`src/rtl/gyro_boot_pkg.sv`:
```
package gyro_boot_pkg;

  localparam int WORD_W = 32;
  localparam int PH_W   = 3;

  typedef enum logic [2:0] {
    ST_IDLE,
    ST_WAIT,
    ST_XFER,
    ST_READY,
    ST_FAIL
  } seq_state_e;

  typedef enum logic [1:0] {
    EC_NONE   = 2'd0,
    EC_THIRD  = 2'd1,
    EC_FOURTH = 2'd2,
    EC_FAULT  = 2'd3
  } err_code_e;

  // exchange index within a run
  localparam logic [PH_W-1:0] PH_FIRST  = 3'd0;
  localparam logic [PH_W-1:0] PH_SETTLE = 3'd1;
  localparam logic [PH_W-1:0] PH_CHK_A  = 3'd2;
  localparam logic [PH_W-1:0] PH_CHK_B  = 3'd3;
  localparam logic [PH_W-1:0] PH_FAULT  = 3'd4;

  // command word fields
  localparam int          OPC_LSB    = 29;
  localparam logic [2:0]  OPC_SENSOR = 3'b001;
  localparam logic [2:0]  OPC_READ   = 3'b100;
  localparam int          CHECK_BIT  = 1;

  // reply fields
  localparam int          STAT_LSB   = 26;
  localparam logic [1:0]  STAT_GOOD  = 2'b10;

endpackage

```
`src/rtl/boot_tick_timer.sv`:
```
module boot_tick_timer #(
  parameter int CW = 7
) (
  input  logic          clk,
  input  logic          rst,
  input  logic          load,
  input  logic [CW-1:0] load_val,
  input  logic          tick,
  output logic          expire
);

  logic [CW-1:0] remain;

  // load wins over a tick on the same edge
  always_ff @(posedge clk) begin
    if (rst) begin
      remain <= '0;
    end else if (load) begin
      remain <= load_val;
    end else if (tick && (remain > CW'(1))) begin
      remain <= remain - CW'(1);
    end
  end

  assign expire = tick && (remain == CW'(1));

endmodule

```
`src/rtl/boot_cmd_gen.sv`:
```
module boot_cmd_gen
  import gyro_boot_pkg::*;
#(
  parameter logic [7:0] FAULT_ADDR = 8'h0A,
  parameter int         ADDR_LSB   = 17
) (
  input  logic [PH_W-1:0]   idx,
  output logic [WORD_W-1:0] word
);

  logic [WORD_W-1:0] base;

  always_comb begin
    base = '0;
    case (idx)
      PH_FIRST: begin
        base[OPC_LSB +: 3] = OPC_SENSOR;
        base[CHECK_BIT]    = 1'b1;
      end
      PH_FAULT: begin
        base[OPC_LSB +: 3]  = OPC_READ;
        base[ADDR_LSB +: 8] = FAULT_ADDR;
      end
      default: begin
        base[OPC_LSB +: 3] = OPC_SENSOR;
      end
    endcase
    // bit 0 makes the total count of ones odd
    word = base | {{(WORD_W-1){1'b0}}, ~^base};
  end

endmodule

```
`src/rtl/boot_resp_eval.sv`:
```
module boot_resp_eval
  import gyro_boot_pkg::*;
#(
  parameter int FLT_LSB = 5,
  parameter int FLT_W   = 12
) (
  input  logic [WORD_W-1:0] rdata,
  output logic              first_ok,
  output logic              stat_ok,
  output logic              fault_clr
);

  always_comb begin
    first_ok  = (rdata == {{(WORD_W-1){1'b0}}, 1'b1});
    stat_ok   = (&rdata[7:1]) && (rdata[STAT_LSB +: 2] == STAT_GOOD);
    fault_clr = ~|rdata[FLT_LSB +: FLT_W];
  end

endmodule

```
`src/rtl/gyro_boot_seq.sv`:
```
module gyro_boot_seq
  import gyro_boot_pkg::*;
#(
  parameter int         BOOT_MS    = 100,
  parameter int         STEP_MS    = 50,
  parameter logic [7:0] FAULT_ADDR = 8'h0A
) (
  input  logic              clk,
  input  logic              rst,
  input  logic              start,
  input  logic              tick_ms,
  output logic              xfer_req,
  output logic [WORD_W-1:0] xfer_cmd,
  input  logic              xfer_done,
  input  logic [WORD_W-1:0] xfer_rdata,
  output logic              busy,
  output logic              ready,
  output logic              error,
  output logic              warn,
  output logic [1:0]        err_code
);

  localparam int MAX_MS = (BOOT_MS > STEP_MS) ? BOOT_MS : STEP_MS;
  localparam int CW     = $clog2(MAX_MS + 1);

  seq_state_e        st;
  logic [PH_W-1:0]   phase;
  logic              launch;
  logic              tmr_load;
  logic [CW-1:0]     tmr_val;
  logic              tmr_expire;
  logic [PH_W-1:0]   cmd_idx;
  logic [WORD_W-1:0] cmd_word;
  logic              first_ok;
  logic              stat_ok;
  logic              fault_clr;

  always_comb begin
    launch   = start && ((st == ST_IDLE) || (st == ST_READY) || (st == ST_FAIL));
    tmr_load = launch ||
               ((st == ST_XFER) && xfer_done && (phase <= PH_SETTLE));
    tmr_val  = launch ? CW'(BOOT_MS) : CW'(STEP_MS);
    // in the transfer state the next word to send is the following exchange
    cmd_idx  = (st == ST_XFER) ? (phase + PH_W'(1)) : phase;
  end

  boot_tick_timer #(.CW(CW)) u_tmr (
    .clk      (clk),
    .rst      (rst),
    .load     (tmr_load),
    .load_val (tmr_val),
    .tick     (tick_ms),
    .expire   (tmr_expire)
  );

  boot_cmd_gen #(.FAULT_ADDR(FAULT_ADDR)) u_cmd (
    .idx  (cmd_idx),
    .word (cmd_word)
  );

  boot_resp_eval u_eval (
    .rdata     (xfer_rdata),
    .first_ok  (first_ok),
    .stat_ok   (stat_ok),
    .fault_clr (fault_clr)
  );

  always_ff @(posedge clk) begin
    if (rst) begin
      st       <= ST_IDLE;
      phase    <= PH_FIRST;
      xfer_req <= 1'b0;
      xfer_cmd <= '0;
      busy     <= 1'b0;
      ready    <= 1'b0;
      error    <= 1'b0;
      warn     <= 1'b0;
      err_code <= EC_NONE;
    end else begin
      xfer_req <= 1'b0;
      case (st)
        ST_IDLE, ST_READY, ST_FAIL: begin
          if (launch) begin
            st       <= ST_WAIT;
            phase    <= PH_FIRST;
            busy     <= 1'b1;
            ready    <= 1'b0;
            error    <= 1'b0;
            warn     <= 1'b0;
            err_code <= EC_NONE;
          end
        end
        ST_WAIT: begin
          if (tmr_expire) begin
            st       <= ST_XFER;
            xfer_req <= 1'b1;
            xfer_cmd <= cmd_word;
          end
        end
        ST_XFER: begin
          if (xfer_done) begin
            case (phase)
              PH_FIRST: begin
                warn  <= !first_ok;
                st    <= ST_WAIT;
                phase <= PH_SETTLE;
              end
              PH_SETTLE: begin
                st    <= ST_WAIT;
                phase <= PH_CHK_A;
              end
              PH_CHK_A, PH_CHK_B: begin
                if (!stat_ok) begin
                  st       <= ST_FAIL;
                  busy     <= 1'b0;
                  error    <= 1'b1;
                  err_code <= (phase == PH_CHK_A) ? EC_THIRD : EC_FOURTH;
                end else begin
                  xfer_req <= 1'b1;
                  xfer_cmd <= cmd_word;
                  phase    <= phase + PH_W'(1);
                end
              end
              default: begin
                busy <= 1'b0;
                if (!fault_clr) begin
                  st       <= ST_FAIL;
                  error    <= 1'b1;
                  err_code <= EC_FAULT;
                end else begin
                  st    <= ST_READY;
                  ready <= 1'b1;
                end
              end
            endcase
          end
        end
        default: st <= ST_IDLE;
      endcase
    end
  end

endmodule

```
`config.mk`:
```
export PLATFORM = sky130hd
export DESIGN_NAME = gyro_boot_seq
export DESIGN_NICKNAME = d
export VERILOG_FILES = /design/src/rtl/gyro_boot_pkg.sv /design/src/rtl/boot_tick_timer.sv /design/src/rtl/boot_cmd_gen.sv /design/src/rtl/boot_resp_eval.sv /design/src/rtl/gyro_boot_seq.sv
export SDC_FILE = /design/constraint.sdc
export NUM_CORES = 1
export LEC_CHECK = 0
export ABC_AREA = 1
export BUFFER_PORTS_ARGS = -buffer_cell sky130_fd_sc_hd__buf_2
export CORE_MARGIN = 5
export CORE_UTILIZATION = 30
export DETAILED_ROUTE_END_ITERATION = 10
export PLACE_DENSITY = 0.52
export SYNTH_ARGS = -nofsm -noshare
export SYNTH_HDL_FRONTEND = slang
export SYNTH_HIERARCHICAL = 1
export SYNTH_SLANG_ARGS = --single-unit
```
`constraint.sdc`:
```
create_clock -name clk -period 1.95 [get_ports clk]
set_input_delay 0.39 -clock clk [delete_from_list [all_inputs] [get_ports clk]]
set_output_delay 0.39 -clock clk [all_outputs]
set_load 0.05 [all_outputs]
```
==> metrics.md, run 1 <==
| Metric | Value |
|---|---|
| Outcome | `finished, final reports clean` |
| Part of the cycle the worst path needs | `0.900` |
| Setup Crit Path Kind | `reg -> reg` |
| Port bufs | `75` |
| Overall routed net length | `6590 µm` |
| Sum of net half-perimeters after detailed placement | `5210 µm` |
| Number of antenna violations at the first check in global routing | `0` |
| Filler-free cell count of the finished design | `662` |
| Power per unit of standard cell area | `1800 nW/µm²` |
| Via count of the first global-routing pass | `2,622` |
| Destination of the worst register-to-register timing path | `xfer_cmd[6]$_SDFFE_PP0P_` |
| Crit path arrival time | `1.97 ns` |
| Critical path capture point type | `flip-flop` |
| Synth top area cells | `sky130_fd_sc_hd__dfxtp_1 (33%), sky130_fd_sc_hd__nor2_1 (12%), sky130_fd_sc_hd__nand2_1 (7.8%)` |
| Dominant register cell in the synthesized netlist | `sky130_fd_sc_hd__dfxtp_1` |
| Overflow after GRT | `0` |
| Detailed-router iteration count before antenna repair | `4` |
| I/O pin total | `76` |
| Count leader, synth | `sky130_fd_sc_hd__nor2_1` |
| First-iteration detailed-routing DRC count | `86` |
| Worst Hold Slack | `0.447 ns` |
| Critical-path top delay cell | `sky130_fd_sc_hd__dfxtp_4` |
| # clock sinks | `52` |
| Warnings, synthesis | `6` |
| TritonCTS clock tree | `built` |
| Row count | `37` |
| Number of maximum-capacitance violations | `0` |
| Maximum clock frequency | `570 MHz` |
| Area enclosed by the die boundary | `12,500 µm²` |
| Skew-Pair Late Insertion Delay | `0.31 ns` |
| Number of buffers inserted during clock tree synthesis | `5` |
| Area grow syn2layout | `16.8%` |
| Share of flip-flops with an asynchronous set or reset | `0` |
| Capturing element of the worst setup path | `xfer_cmd[6]$_SDFFE_PP0P_` |
| Reg-to-reg startpoint | `u_tmr/remain[0]$_SDFFE_PP0P_` |
| Count of nets left with antenna violations after detail routing | `0` |
| Period minus WS final | `1.75 ns` |
| Sequential fraction of the synthesis area | `0.334` |
| Combined global-route utilization of all metal layers | `0.109` |
| Clock slew seen by the registers of the worst setup and hold paths | `0.10 ns` |
| Post-synthesis area per instance | `6.93 µm²` |
| Area share of the largest cell type after synthesis | `0.334` |
| Count of flip-flops with a built-in enable after synthesis | `0` |
| Setup Buffers After CTS | `0` |
| Cell count of the worst reg-to-reg path | `13` |
| Drt drc | `0` |
| Count of mapped cells out of synthesis | `450` |
| Count of pins over their slew limit | `0` |
| # placed instances | `654` |
| Crit start category | `flip-flop` |
| Via density per instance | `4.09` |
| Library cell with the largest summed area after synthesis | `sky130_fd_sc_hd__dfxtp_1` |
| Delay contributed by the slowest stage of the critical path | `0.38 ns` |
| Floorplan die height | `112 µm` |
| NumNets Final | `569` |
| Mean routed wirelength per cell | `9.96 µm` |
| Root Buffer | `sky130_fd_sc_hd__clkbuf_8` |
| Crit path launch | `u_tmr/remain[0]$_SDFFE_PP0P_` |
| Setup repair after global routing missed its margin | `yes` |
| Width of the die | `112 µm` |
| Static Leakage | `1.73 nW` |
| Count of vias placed by the detailed router | `2,708` |
| Fraction of final layout cells with drive strength greater than 1 | `0.310` |
| Most used standard cells in the synthesized netlist | `sky130_fd_sc_hd__nor2_1 (98), sky130_fd_sc_hd__nand2_1 (65), sky130_fd_sc_hd__dfxtp_1 (52), sky130_fd_sc_hd__nor2_2 (35)` |
| Worst-path cell chain | `ha_1 -> inv_1 -> nor2_1 -> nand3_2 -> nor2_2 -> inv_1 -> nand2_1 -> nand2_2 -> inv_2 -> nand2_8 -> buf_4 -> o21ai_0 -> nor2_1` |
| Netlist area before placement | `3120 µm²` |
| Starting density of the core | `0.305` |
| Worst min path class | `in -> reg` |
| Standard cell core area | `10,200 µm²` |
| Routability congestion estimate from global placement | `0.823` |
| Sum of negative setup slack | `0 ns` |
| Number of antenna diodes | `0` |
| Final setup violation count | `0` |
| Biggest fanout along the worst timing path | `17` |
| FF+latch count, synth | `52` |
| Maximum buffer depth of the clock tree | `2` |
| R2R setup slack | `0.20 ns` |
| First-pass GRT wire length | `11,600 µm` |
| Pin count of the biggest net entering global routing | `37` |
| Number of hold violations in the final report | `0` |
| Distinct cells, synth | `33` |
| Data required time of the critical path | `2.17 ns` |
| Peak ir drop on the vdd network | `0.501 mV` |
| Post-route clock skew | `0.0136 ns` |
| Count of H-tree levels built during CTS | `2` |
==> routing by layer <==
| layer | share of wire | up-vias | track usage |
|---|---|---|---|
| met3 | 0.049 | 7 | 0.0228 |
| met1 | 0.47 | 1141 | 0.136 |
| li1 | - | 1499 | - |
| met5 | 0 | - | 0 |
| met4 | 0.015 | 0 | 0.0377 |
| met2 | 0.46 | 61 | 0.188 |
==> layout make-up <==
cell class | count | area [µm²]
Inverter | 37 | 151
Timing Repair Buffer | 83 | 435
Tap cell | 136 | 170
Multi-Input combinational cell | 346 | 1700
Sequential cell | 52 | 1050
Fill cell | 1130 | 6590
Clock buffer | 5 | 68.8
Clock inverter | 3 | 68.8
==> stage by stage <==
stage	area (µm²)	utilization	total power, mW	setup slack, ns
detailed placement	3480	0.341	5.72	0.0626
floorplan	3220	-	5.14	0.0485
finish	3640	0.356	6.57	0.196
CTS	3620	0.354	6.64	0.0623
global route	3640	0.356	7.18	-0.0103
global placement	3480	0.341	5.70	0.0844
==> critical path: cells and delay by family (launching register included) <==
family / cells / cell delay (ns)
flip-flops: 1 / 0.38
AO/OA/AOI/OAI: 1 / 0.14
buffers and inverters: 4 / 0.36
adder cells (fa/ha/maj): 1 / 0.14
AND/OR/NAND/NOR: 7 / 0.64
==> report_power, final <==
group	switching, mW	total, mW	internal (mW)
registers	0.309	1.78	1.47
logic	2.74	3.90	1.16
clock network	0.369	0.886	0.517
total	3.42	6.57	3.15
==> worst min path at each step <==
stage / from / endpoint / cells past startpoint
3_5_place_dp: err_code[1]$_SDFFE_PP0P_ / err_code[1]$_SDFFE_PP0P_ / 2
3_3_place_gp: err_code[0]$_SDFFE_PP0P_ / err_code[0]$_SDFFE_PP0P_ / 2
4_1_cts: rst / xfer_req$_SDFF_PP0_ / 2
5_1_grt: rst / xfer_req$_SDFF_PP0_ / 2
2_1_floorplan: rst / u_tmr/remain[4]$_SDFFE_PP0P_ / 1
6_report: rst / xfer_req$_SDFF_PP0_ / 2
==> timing repair <==
action,4_1_cts,5_1_grt
resized for setup,0,10
hold buffers,0,0
setup endpoints to repair,0,42
==> logic make-up after synthesis <==
logic type | after synthesis | share of synthesized area
and+or+nand+nor | 242 | 0.362
buffers and inverters | 78 | 0.155
AOI/OAI and AO/OA | 64 | 0.106
DFF | 52 | 0.334
adders and majority gates | 7 | 0.0281
xor gates and xnor gates | 4 | 0.0112
other | 3 | 0.00361
==> registers in the layout, indices dropped and copies added, names as in the netlist <==
signal	count
xfer_cmd	32
u_tmr/remain	7
phase	3
st	3
err_code	2
busy	1
error	1
ready	1
warn	1
xfer_req	1
==> cells in the final DEF (no fill, tap or decap), types with 2 or more instances in the layout <==
cell type                   instances
sky130_fd_sc_hd__nor2_1            97
sky130_fd_sc_hd__buf_2             75
sky130_fd_sc_hd__nand2_1           64
sky130_fd_sc_hd__dfxtp_1           49
sky130_fd_sc_hd__nor2_2            36
sky130_fd_sc_hd__o21ai_1           29
sky130_fd_sc_hd__conb_1            29
sky130_fd_sc_hd__inv_1             26
sky130_fd_sc_hd__nand3_1           20
sky130_fd_sc_hd__o21ai_0           17
sky130_fd_sc_hd__a21oi_1           14
sky130_fd_sc_hd__nand2_2           11
sky130_fd_sc_hd__inv_2             10
sky130_fd_sc_hd__buf_4              8
sky130_fd_sc_hd__ha_1               7
sky130_fd_sc_hd__clkbuf_8           5
sky130_fd_sc_hd__nand3_2            4
sky130_fd_sc_hd__xor2_1             3
sky130_fd_sc_hd__nor3_1             3
sky130_fd_sc_hd__a21oi_2            2
sky130_fd_sc_hd__bufinv_16          2
sky130_fd_sc_hd__dfxtp_2            2
Note: power is estimated with default switching activity, not from simulation.
==> inputs of run 2 (changes only) <==
--- a/config.mk
+++ b/config.mk
@@ -11,6 +11,7 @@
 export CORE_UTILIZATION = 30
 export DETAILED_ROUTE_END_ITERATION = 10
 export PLACE_DENSITY = 0.52
+export RECOVER_POWER = 100
 export SYNTH_ARGS = -nofsm -noshare
 export SYNTH_HDL_FRONTEND = slang
 export SYNTH_HIERARCHICAL = 1
==> constraint.sdc (replaced) <==
create_clock -name clk -period 1.95 [get_ports clk]
set_input_delay 0.2925 -clock clk [delete_from_list [all_inputs] [get_ports clk]]
set_output_delay 0.2925 -clock clk [all_outputs]
set_load 0.05 [all_outputs]
==> metrics.md, run 2 (synthesized netlist as in run 1, its figures left out) <==
| Metric | Value |
|---|---|
| Post-route clock skew | `0.00705 ns` |
| Via count of the first global-routing pass | `2,578` |
| Number of buffers inserted during clock tree synthesis | `5` |
| Most common cell after layout, fill and taps aside | `sky130_fd_sc_hd__nor2_1` |
| Combined global-route utilization of all metal layers | `0.110` |
| Port bufs | `75` |
| Power per unit of standard cell area | `1790 nW/µm²` |
| Area grow syn2layout | `13.1%` |
| Count of H-tree levels built during CTS | `2` |
| Static Leakage | `1.54 nW` |
| Crit path arrival time | `1.96 ns` |
| Skew-Pair Late Insertion Delay | `0.31 ns` |
| Number of maximum-capacitance violations | `0` |
| Overflow after GRT | `0` |
| Worst hold start | `rst` |
| Root Buffer | `sky130_fd_sc_hd__clkbuf_8` |
| Maximum buffer depth of the clock tree | `2` |
| Relative contribution of the clock network to total power | `0.121` |
| Reg-to-reg startpoint | `st[0]$_SDFFE_PP0P_` |
| Critical path capture point type | `flip-flop` |
| Clock slew seen by the registers of the worst setup and hold paths | `0.10 ns` |
| Worst-case setup margin in the final layout | `0.196 ns` |
| Period minus WS final | `1.75 ns` |
| Crit start category | `flip-flop` |
| Worst Tran Pin Value | `0.652 ns` |
| Number of antenna diodes | `0` |
| Routability congestion estimate from global placement | `0.837` |
| Critical-path top delay cell | `sky130_fd_sc_hd__dfxtp_1` |
| Count of nets left with antenna violations after detail routing | `0` |
| Sequential group share of total power | `0.280` |
| # clock sinks | `52` |
| Post-place setup slack | `0.0186 ns` |
| Sum of negative setup slack | `0 ns` |
| First-iteration detailed-routing DRC count | `73` |
| Delay contributed by the slowest stage of the critical path | `0.35 ns` |
| Cell Int Power | `2.87 mW` |
| Worst min path class | `in -> reg` |
| Setup Crit Path Kind | `reg -> reg` |
| Detailed-router iteration count before antenna repair | `4` |
| Fraction of final layout cells with drive strength greater than 1 | `0.187` |
| Combinational share of power | `0.600` |
| Part of the cycle the worst path needs | `0.900` |
| TritonCTS clock tree | `built` |
| Number of hold violations in the final report | `0` |
| Biggest fanout along the worst timing path | `9` |
| Worst-path cell chain | `inv_2 -> nand2_1 -> nand2_2 -> inv_1 -> nor2_2 -> inv_1 -> o31ai_1 -> clkinv_1 -> buf_4 -> o21ai_0 -> nand2_1 -> nand2_1 -> nor2_2` |
| Final setup violation count | `0` |
| Number of antenna violations at the first check in global routing | `0` |
| Max reg flops | `32` |
| Drt drc | `0` |
| Hold-fix buffers, CTS | `0` |
| Count of pins over their slew limit | `0` |
| Width of the die | `112 µm` |
| Switching power of the nets | `3.45 mW` |
| Data required time of the critical path | `2.16 ns` |
| Worst Hold Slack | `0.354 ns` |
| Pin count of the biggest net entering global routing | `37` |
| Count of vias placed by the detailed router | `2,698` |
| Slew HR | `0.567` |
| NumNets Final | `568` |
| Sw Ratio | `0.545` |
| Maximum clock frequency | `570 MHz` |
| Mean routed wirelength per cell | `10.6 µm` |
| Setup repair after global routing missed its margin | `no` |
| I/O pin total | `76` |
| Overall routed net length | `6990 µm` |
| Area enclosed by the die boundary | `12,500 µm²` |
| Peak ir drop on the vdd network | `0.597 mV` |
| Cell mode on critical path | `sky130_fd_sc_hd__nand2_1` |
| Outcome | `finished, final reports clean` |
| Sum of net half-perimeters after detailed placement | `5130 µm` |
| First-pass GRT wire length | `11,700 µm` |
| Starting density of the core | `0.305` |
| Number of fillers in the final layout | `1,133` |
| Standard cell core area | `10,200 µm²` |
| Registers with the most flip-flops | `xfer_cmd x32, u_tmr/remain x7` |
| Row count | `37` |
| Register containing the most flip-flops in the final layout | `xfer_cmd` |
| Commonest cells after routing, fill and taps aside | `sky130_fd_sc_hd__nor2_1 (116), sky130_fd_sc_hd__nand2_1 (66), sky130_fd_sc_hd__dfxtp_1 (49)` |
| Floorplan die height | `112 µm` |
| Crit path launch | `st[0]$_SDFFE_PP0P_` |
| Via density per instance | `4.08` |
[run 2: changes by cell type in the layout (fill, tap and decap cells not counted), sizes merged]
cell    change
clkbuf     +41
inv         -2
clkinv      +2
buf        -43
nand2       +2
bufinv      -1
[run 2: power groups by stage]
stage / logic [mW] / clock network, mW / registers, mW
floorplan: 2.40 / 0 / 2.74
global placement: 3.85 / 0 / 1.81
detailed placement: 3.87 / 0 / 1.81
CTS: 3.89 / 0.801 / 1.78
global route: 4.25 / 0.859 / 1.84
finish: 3.79 / 0.764 / 1.77
[run 2: per-layer routing]
metal / wire, µm / vias to the layer above / global-route usage
met5: 0 / - / 0
met4: 78 / 0 / 0.0321
met3: 374 / 5 / 0.0266
met2: 3190 / 60 / 0.186
met1: 3350 / 1135 / 0.139
li1: - / 1498 / -
[run 2: worst paths after layout]
kind / endpoint / slack, ns / depth (start not counted)
worst max-delay path: u_tmr/remain[0]$_SDFFE_PP0P_ / 0.20 / 13
worst max register to register: u_tmr/remain[0]$_SDFFE_PP0P_ / 0.20 / 13
worst min-delay path: u_tmr/remain[4]$_SDFFE_PP0P_ / 0.35 / 2
worst min register to register: ready$_SDFFE_PP0P_ / 0.47 / 2
[run 2: what timing repair did]
item / CTS / global route
cloned: 0 / 2
endpoints found under the setup margin: 1 / 43
pin swaps: 0 / 1
setup buffers: 0 / 0
gates resized for setup: 1 / 11
[run 2: layout make-up]
class	count	area, µm²	area share
inverters	37	168	0.0475
flip-flops and latches	52	1040	0.296
clock buffers	6	72.6	0.0206
well taps	136	170	0.0482
clock inverters	2	38.8	0.0110
repair buffers	80	362	0.103
multi-input cells	348	1670	0.474
[run 2: through the flow]
step           std cells  area, µm²  utilization  total power, mW
6_report             661       3530        0.345             6.32
5_1_grt              661       3530        0.345             6.94
4_1_cts              659       3580        0.350             6.48
3_5_place_dp         651       3460        0.338             5.68
3_3_place_gp         651       3460        0.338             5.65
2_1_floorplan        476       3220            -             5.14
[run 2: critical path, delay by kind of cell, from the launching register on]
family	cells	cell delay [ns]
AO/OA/AOI/OAI	2	0.26
buffers and inverters	5	0.54
flip-flops	1	0.35
AND/OR/NAND/NOR	6	0.50
==> inputs of run 3 (changes only) <==
--- a/config.mk
+++ b/config.mk
@@ -9,9 +9,11 @@
 export BUFFER_PORTS_ARGS = -buffer_cell sky130_fd_sc_hd__buf_2
 export CORE_MARGIN = 5
 export CORE_UTILIZATION = 30
+export CTS_BUF_LIST = sky130_fd_sc_hd__clkbuf_2 sky130_fd_sc_hd__clkbuf_4 sky130_fd_sc_hd__clkbuf_8
 export DETAILED_ROUTE_END_ITERATION = 10
-export PLACE_DENSITY = 0.52
+export PLACE_DENSITY = 0.5
 export RECOVER_POWER = 100
+export SLEW_MARGIN = 30
 export SYNTH_ARGS = -nofsm -noshare
 export SYNTH_HDL_FRONTEND = slang
 export SYNTH_HIERARCHICAL = 1
==> constraint.sdc (replaced) <==
create_clock -name clk -period 2.05 [get_ports clk]
set_input_delay 0.3075 -clock clk [delete_from_list [all_inputs] [get_ports clk]]
set_output_delay 0.3075 -clock clk [all_outputs]
set_load 0.05 [all_outputs]
==> metrics.md, run 3 (synthesized netlist as in run 1, its figures left out) <==
| Metric | Value |
|---|---|
| Outcome | `finished, final reports clean` |
| Worst min path class | `in -> reg` |
| Clock slew seen by the registers of the worst setup and hold paths | `0.10 ns` |
| # clock sinks | `52` |
| Sum of net half-perimeters after detailed placement | `5360 µm` |
| Detailed-router iteration count before antenna repair | `4` |
| Registers with the most flip-flops | `xfer_cmd x32, u_tmr/remain x7` |
| Peak ir drop on the vdd network | `0.424 mV` |
| Slew HR | `0.570` |
| Data required time of the critical path | `2.30 ns` |
| Area enclosed by the die boundary | `12,500 µm²` |
| Setup Crit Path Kind | `reg -> reg` |
| Number of maximum-capacitance violations | `0` |
| Crit start category | `flip-flop` |
| Count of nets left with antenna violations after detail routing | `0` |
| Number of antenna diodes | `0` |
| Root Buffer | `sky130_fd_sc_hd__clkbuf_8` |
| Most common cell after layout, fill and taps aside | `sky130_fd_sc_hd__nor2_1` |
| Combined global-route utilization of all metal layers | `0.118` |
| Post-place setup slack | `0.0485 ns` |
| Sum of negative setup slack | `0 ns` |
| First-pass GRT wire length | `12,500 µm` |
| Max reg flops | `32` |
| Starting density of the core | `0.305` |
| Mean routed wirelength per cell | `10.9 µm` |
| Number of instances on the worst hold path | `3` |
| Worst Tran Pin Value | `0.648 ns` |
| Row count | `37` |
| Overflow after GRT | `0` |
| Overall routed net length | `7240 µm` |
| Final core area utilization | `0.341` |
| TritonCTS clock tree | `built` |
| Via density per instance | `4.16` |
| Count of pins over their slew limit | `0` |
| I/O pin total | `76` |
| Skew-Pair Late Insertion Delay | `0.31 ns` |
| Pin count of the biggest net entering global routing | `37` |
| Period minus WS final | `1.91 ns` |
| Routability congestion estimate from global placement | `0.812` |
| Drt drc | `0` |
| Part of the cycle the worst path needs | `0.932` |
| Power per unit of standard cell area | `1700 nW/µm²` |
| Biggest fanout along the worst timing path | `6` |
| First-iteration detailed-routing DRC count | `116` |
| Cell count of the worst reg-to-reg path | `9` |
| Number of buffers inserted during clock tree synthesis | `5` |
| Number of hold violations in the final report | `0` |
| Maximum buffer depth of the clock tree | `2` |
| Port bufs | `75` |
| Critical path capture point type | `flip-flop` |
| Maximum clock frequency | `524 MHz` |
| Commonest cells after routing, fill and taps aside | `sky130_fd_sc_hd__nor2_1 (125), sky130_fd_sc_hd__nand2_1 (67), sky130_fd_sc_hd__dfxtp_1 (51)` |
| Standard cell core area | `10,200 µm²` |
| Setup repair after global routing missed its margin | `no` |
| Area grow syn2layout | `11.9%` |
| Post-route clock skew | `0.00464 ns` |
| NumNets Final | `569` |
| R2R setup slack | `0.14 ns` |
| Worst-case setup margin in the final layout | `0.140 ns` |
| Static Leakage | `1.54 nW` |
| Number of antenna violations at the first check in global routing | `0` |
| Via count of the first global-routing pass | `2,698` |
| Count of vias placed by the detailed router | `2,753` |
| Register containing the most flip-flops in the final layout | `xfer_cmd` |
| Count of H-tree levels built during CTS | `2` |
| Fraction of final layout cells with drive strength greater than 1 | `0.167` |
| Design Power | `5.95 mW` |
| Floorplan die height | `112 µm` |
| Final setup violation count | `0` |
| Width of the die | `112 µm` |
| Crit path arrival time | `2.16 ns` |
run 3: final timing paths:
path / from / end
max reg2reg: phase[0]$_SDFFE_PP0P_ / st[0]$_SDFFE_PP0P_
max: phase[0]$_SDFFE_PP0P_ / st[0]$_SDFFE_PP0P_
min: rst / phase[0]$_SDFFE_PP0P_
min reg2reg: ready$_SDFFE_PP0P_ / ready$_SDFFE_PP0P_
run 3: repair_timing:
| action | CTS | global route |
|---|---|---|
| buffers inserted | 0 | 0 |
| setup endpoints to repair | 0 | 36 |
| endpoints found under the hold margin | 0 | 0 |
| hold buffers | 0 | 0 |
| gates resized for setup | 0 | 6 |
run 3: final cells by class:
cell class,count,area [µm²]
clock buffer,6,76.3
clock inverter,2,38.8
fill,1148,6740
inverter,37,165
multi-input combinational,347,1620
sequential,52,1040
tap,136,170
timing repair buffer,82,377
run 3: critical path, stage by stage, from the launching register on:
cell and delay, ns:
sky130_fd_sc_hd__dfxtp_2 0.37, sky130_fd_sc_hd__ha_1 0.21, sky130_fd_sc_hd__ha_1 0.20, sky130_fd_sc_hd__inv_1 0.07, sky130_fd_sc_hd__nand2_1 0.13, sky130_fd_sc_hd__nand3_2 0.14
sky130_fd_sc_hd__nand2_1 0.11, sky130_fd_sc_hd__nor2_1 0.27, sky130_fd_sc_hd__o21ai_0 0.17, sky130_fd_sc_hd__a21oi_1 0.17
run 3: through the flow:
| stage | instance area (µm²) | hold WS, ns | instances |
|---|---|---|---|
| floorplan | 3220 | 0.370 | 476 |
| global placement | 3480 | 0.453 | 653 |
| detailed placement | 3480 | 0.454 | 653 |
| CTS | 3590 | 0.366 | 661 |
| global route | 3490 | 0.410 | 662 |
| finish | 3490 | 0.397 | 662 |
run 3: power by group:
part           switching [mW]  internal, mW  total (mW)
Clock                   0.359         0.383       0.742
Combinational            2.60         0.937        3.54
Sequential              0.279          1.39        1.67
run 3: per-layer routing:
layer	track usage	vias up	share of wire
li1	-	1504	-
met1	0.149	1183	0.48
met2	0.193	62	0.45
met3	0.0342	4	0.052
met4	0.0385	0	0.011
met5	0	-	0
